===== config.mk =====
export PLATFORM = sky130hd
export DESIGN_NAME = tri_taus_urng
export DESIGN_NICKNAME = d
export VERILOG_FILES = /design/src/rtl/urng_pkg.sv /design/src/rtl/taus_component.sv /design/src/rtl/taus_combiner.sv /design/src/rtl/tri_taus_urng.sv
export SDC_FILE = /design/constraint.sdc
export NUM_CORES = 1
export LEC_CHECK = 0
export BUFFER_PORTS_ARGS = -buffer_cell sky130_fd_sc_hd__buf_2
export CAP_MARGIN = 20
export CORE_UTILIZATION = 54
export DETAILED_ROUTE_END_ITERATION = 8
export GPL_ROUTABILITY_DRIVEN = 0
export PLACE_DENSITY = 0.8
export SYNTH_ARGS = -nofsm -noshare
export SYNTH_HDL_FRONTEND = slang
export SYNTH_SLANG_ARGS = --single-unit

===== constraint.sdc =====
create_clock -name clk_i -period 3.1 [get_ports clk_i]
set_input_delay 0.155 -clock clk_i [delete_from_list [all_inputs] [get_ports clk_i]]
set_output_delay 0.155 -clock clk_i [all_outputs]
set_load 0.03 [all_outputs]

===== src/rtl/urng_pkg.sv =====
package urng_pkg;

  localparam int WORD_W   = 32;
  localparam int NUM_COMP = 3;

  // Shift and mask selection for each component index.
  function automatic int comp_shl_a(input int idx);
    case (idx)
      0: return 13;
      1: return 2;
      default: return 3;
    endcase
  endfunction

  function automatic int comp_shr_b(input int idx);
    case (idx)
      0: return 19;
      1: return 25;
      default: return 11;
    endcase
  endfunction

  function automatic int comp_shl_c(input int idx);
    case (idx)
      0: return 12;
      1: return 4;
      default: return 17;
    endcase
  endfunction

  // Number of low bits dropped by the keep-mask; the minimum legal seed is 2**drop.
  function automatic int comp_drop(input int idx);
    case (idx)
      0: return 1;
      1: return 3;
      default: return 4;
    endcase
  endfunction

  // One Tausworthe step in 32-bit unsigned arithmetic.
  function automatic logic [WORD_W-1:0] taus_step(
    input logic [WORD_W-1:0] s,
    input int                shl_a,
    input int                shr_b,
    input int                drop,
    input int                shl_c
  );
    logic [WORD_W-1:0] fb;
    logic [WORD_W-1:0] keep;
    fb   = ((s << shl_a) ^ s) >> shr_b;
    keep = {WORD_W{1'b1}} << drop;
    return ((s & keep) << shl_c) ^ fb;
  endfunction

  // Raise a too-small seed into the legal range.
  function automatic logic [WORD_W-1:0] seed_fixup(
    input logic [WORD_W-1:0] s,
    input int                drop
  );
    logic [WORD_W-1:0] floor_v;
    floor_v = {{(WORD_W-1){1'b0}}, 1'b1} << drop;
    return (s < floor_v) ? (s | floor_v) : s;
  endfunction

endpackage


===== src/rtl/taus_component.sv =====
module taus_component
  import urng_pkg::*;
#(
  parameter int SHL_A = 13,
  parameter int SHR_B = 19,
  parameter int DROP  = 1,
  parameter int SHL_C = 12
) (
  input  logic              clk_i,
  input  logic              rst_i,
  input  logic              en_i,
  input  logic [WORD_W-1:0] seed_i,
  output logic [WORD_W-1:0] state_o,
  output logic [WORD_W-1:0] next_o
);

  logic [WORD_W-1:0] state_q;

  assign next_o  = taus_step(state_q, SHL_A, SHR_B, DROP, SHL_C);
  assign state_o = state_q;

  always_ff @(posedge clk_i) begin
    if (rst_i) begin
      state_q <= seed_fixup(seed_i, DROP);
    end else if (en_i) begin
      state_q <= next_o;
    end
  end

endmodule


===== src/rtl/taus_combiner.sv =====
module taus_combiner
  import urng_pkg::*;
#(
  parameter int N = NUM_COMP
) (
  input  logic              clk_i,
  input  logic              rst_i,
  input  logic              en_i,
  input  logic [WORD_W-1:0] next_i [N],
  output logic [WORD_W-1:0] rnd_o,
  output logic              vld_o
);

  logic [WORD_W-1:0] mix;

  always_comb begin
    mix = '0;
    for (int k = 0; k < N; k++) begin
      mix = mix ^ next_i[k];
    end
  end

  always_ff @(posedge clk_i) begin
    if (rst_i) begin
      rnd_o <= '0;
      vld_o <= 1'b0;
    end else begin
      vld_o <= en_i;
      if (en_i) begin
        rnd_o <= mix;
      end
    end
  end

endmodule


===== src/rtl/tri_taus_urng.sv =====
module tri_taus_urng
  import urng_pkg::*;
(
  input  logic              clk_i,
  input  logic              rst_i,
  input  logic              en_i,
  input  logic [WORD_W-1:0] seed_a_i,
  input  logic [WORD_W-1:0] seed_b_i,
  input  logic [WORD_W-1:0] seed_c_i,
  output logic [WORD_W-1:0] rnd_o,
  output logic              rnd_vld_o
);

  logic [WORD_W-1:0] seed_arr   [NUM_COMP];
  logic [WORD_W-1:0] comp_state [NUM_COMP];
  logic [WORD_W-1:0] comp_next  [NUM_COMP];

  assign seed_arr[0] = seed_a_i;
  assign seed_arr[1] = seed_b_i;
  assign seed_arr[2] = seed_c_i;

  for (genvar g = 0; g < NUM_COMP; g++) begin : g_comp
    taus_component #(
      .SHL_A(comp_shl_a(g)),
      .SHR_B(comp_shr_b(g)),
      .DROP (comp_drop(g)),
      .SHL_C(comp_shl_c(g))
    ) u_comp (
      .clk_i  (clk_i),
      .rst_i  (rst_i),
      .en_i   (en_i),
      .seed_i (seed_arr[g]),
      .state_o(comp_state[g]),
      .next_o (comp_next[g])
    );
  end

  taus_combiner #(.N(NUM_COMP)) u_mix (
    .clk_i (clk_i),
    .rst_i (rst_i),
    .en_i  (en_i),
    .next_i(comp_next),
    .rnd_o (rnd_o),
    .vld_o (rnd_vld_o)
  );

  // Named taps for the checker.
  logic [WORD_W-1:0] st_a, st_b, st_c;
  assign st_a = comp_state[0];
  assign st_b = comp_state[1];
  assign st_c = comp_state[2];

endmodule


==> impl_metrics.tcl <==
set metrics [dict create \
    initial_core_util_pct 56.4 \
    setup_viol 0 \
    drc 0 \
    finalCritPeriodShare_pct 51.9 \
    num_rows 37 \
    clkTransAtPathRegs_ns 0.06 \
    syn2layout_area_growth_pct 37.3 \
    ys_types 23 \
    postCtsSetupBuffers 0 \
    wl_per_cell_microns 22.3 \
    dieArea_sq_um 11300 \
    die_width_microns 107 \
    grt_max_degree 89 \
    hp-class "in2reg" \
    yosys.area.top_type_share_pct 44.8 \
    multiInputGateArea_sq_um 2510 \
    synth_edf_count 88 \
    clkPwrFrac_pct 35.3 \
    cts.path.max_buffers 2 \
    async_reset_ff_share_pct 0 \
    r2r-end "u_mix.rnd_o[4]$_SDFFE_PP0P_" \
    worstSetupStartpoint "seed_c_i[24]" \
    root_buffer "clkbuf_8" \
    tightest_slew_ns 0.619 \
    synthFlopType "edfxtp_1" \
    vias_per_cell 5.74 \
    coreArea_sq_um 10500 \
    endpoint_kind "register" \
    grt_setup_unrepaired "no" \
    crit_fanout 2 \
    rr_worst_depth 4 \
    hpwl_mm 10.9 \
    fin_crit_ns 1.61 \
    p_sw_share_pct 30.8 \
    slew_violations 0 \
    place_area_sq_um 6650 \
    synth_area_leaders "edfxtp_1 (45%), mux2_1 (16%), dfxtp_1 (11%)" \
    status "finished, final reports clean" \
    syn_nets 526 \
    route.vias.total 4526 \
    hold_buffers 85 \
    regArea_sq_um 3300 \
    seqPwrFrac_pct 39.9 \
    cp.required_ns 3.46 \
    ir_drop_v 0.000484 \
    antenna_found_initial 0 \
    drt_pass1_iterations 5 \
    netlist_top_cells_count "edfxtp_1 (88), mux2_1 (83), xnor2_1 (64)" \
    fill_cells 642 \
    yosysWarnings 0 \
    port_buffers 123 \
    yosysTopAreaCell "edfxtp_1" \
    powerDensity_nw_per_um2 699 \
    netlist_instances 427 \
    drive_gt1_share_pct 25.0 \
    cap_viol_max_count 0 \
    rrSetupSlack_ns 1.56 \
    diodes 0 \
    initialDrtViolationCount 529 \
    crit_path_start_kind "input port" \
    finalClockSkew_ns 0.00517 \
    power_leakage_uw 0.00322 \
    critPathCapture "g_comp[2].u_comp.state_o[4]$_DFFE_PP_" \
    fin_setup_tns_ns 0 \
    finalInstanceArea_sq_um 8100 \
    routed_wirelength_mm 17.5 \
    layout.nets 738 \
    reg2reg_from "g_comp[1].u_comp.state_o[27]$_DFFE_PP_" \
    grt_first_pass_wirelength_mm 26.3 \
    ys_seq_elements 121 \
    finalHoldViolations 0 \
    power_switching_uw 1750 \
    numCtsBuffers 17 \
    grt_overflow_total 0 \
    die_y_microns 107 \
    synth.most_common_cell "edfxtp_1" \
    grt_use_total_pct 32.4 \
    syn_area_sq_um 5900 \
    grt_pass1_vias 4647 \
    fin_util_pct 77.4 \
    p_int_uw 3920 \
    drtAntennaViolNets 0 \
    synth_area_per_cell_sq_um 13.8 \
    htreeDepth 4 \
    whs_ns 0.0858 \
    fmax_mhz 622 \
    power_frac_comb_pct 24.9 \
    cts.sinks 121 \
    cts_tree "done" \
    insertion_delay_ns 0.52 \
    cts-resized-gates 0 \
    ys_seq_area_share_pct 56.0 \
    worstPathArrival_ns 1.96 \
    critPathKind "in2reg" \
    num_io_pins 132 \
    max-slew-margin-rel_pct 58.8 \
]
## per-layer routing
metal / track usage [%] / up-vias / wire length (microns)
met1: 40.4 / 2231 / 6860
met2: 55.6 / 253 / 8810
li1: - / 2001 / -
met3: 5.15 / 41 / 1300
met4: 14.7 / 0 / 565
met5: 0 / - / 0
## critical path, stage by stage
cell and delay, ns:
dlygate4sd3_1 0.55, buf_2 0.14, nor4_1 0.44, and4_1 0.28, a41oi_1 0.16, a21oi_1 0.22
## power groups by stage
| stage | clock, uW | combinational, uW | sequential (uW) |
|---|---|---|---|
| global placement | 0 | 1240 | 2270 |
| detailed placement | 0 | 1270 | 2280 |
| CTS | 1990 | 1380 | 2250 |
| finish | 2000 | 1410 | 2260 |
| floorplan | 0 | 736 | 2380 |
| global route | 2070 | 1490 | 2280 |
## metrics by stage
step | setup WS [ns] | instances | power, uW
final | 1.49 | 788 | 5670
after CTS | 1.60 | 788 | 5620
after detailed placement | 1.28 | 671 | 3550
after global routing | 1.50 | 788 | 5840
after floorplan | 0.506 | 427 | 3120
after global placement | 1.31 | 671 | 3510
## registers in the layout (all words and copies together) (netlist names)
signal / flops
g_comp.u_comp.state_o: 88
u_mix.rnd_o: 32
u_mix.vld_o: 1
## how the worst min path moves through the flow
stage / startpoint / end / slack (ns) / cells after the start
CTS: seed_c_i[4] / g_comp[2].u_comp.state_o[4]$_DFFE_PP_ / 0.05 / 3
global route: seed_c_i[4] / g_comp[2].u_comp.state_o[4]$_DFFE_PP_ / 0.07 / 3
finish: seed_c_i[4] / g_comp[2].u_comp.state_o[4]$_DFFE_PP_ / 0.09 / 3
detailed placement: seed_b_i[9] / g_comp[1].u_comp.state_o[9]$_DFFE_PP_ / 0.46 / 2
global placement: seed_a_i[16] / g_comp[0].u_comp.state_o[16]$_DFFE_PP_ / 0.46 / 2
floorplan: seed_a_i[10] / g_comp[0].u_comp.state_o[10]$_DFFE_PP_ / 0.36 / 1
## cell usage in the layout, fill, tap and decap left out, types with 3 or more instances in the layout
master / Yosys / layout
buf_2: 14 / 122
edfxtp_1: 88 / 88
dlygate4sd3_1: 0 / 85
mux2_1: 83 / 83
xnor2_1: 64 / 64
xor2_1: 41 / 41
dfxtp_1: 33 / 33
nor2_1: 29 / 29
nor4_1: 19 / 19
mux2i_1: 16 / 16
clkbuf_16: 0 / 16
a211oi_1: 8 / 8
a22o_1: 6 / 6
nand4_1: 4 / 4
nor3_1: 3 / 3
nor2b_1: 3 / 3
bufinv_16: 0 / 3
clkinvlp_4: 0 / 3
inv_6: 0 / 3
clkinv_2: 0 / 3
## final cells by class
cell class	count	share of cell area, %
clock buffer	18	5.28
timing repair buffer	211	18.7
tap	136	2.10
sequential	121	40.8
inverter	1	0.0463
multi-input combinational	287	31.0
clock inverter	14	2.12
## cells by family (layout without fill, tap and decap cells)
logic type	Yosys count	after routing	synth area share, %
buffers and inverters	19	244	1.51
flip-flops	121	121	56.0
multiplexers	101	101	18.9
AO/OA/AOI/OAI	22	22	2.99
XOR/XNOR	105	105	15.6
AND/OR/NAND/NOR	59	59	5.00
Power figures use the tool's default switching activity.
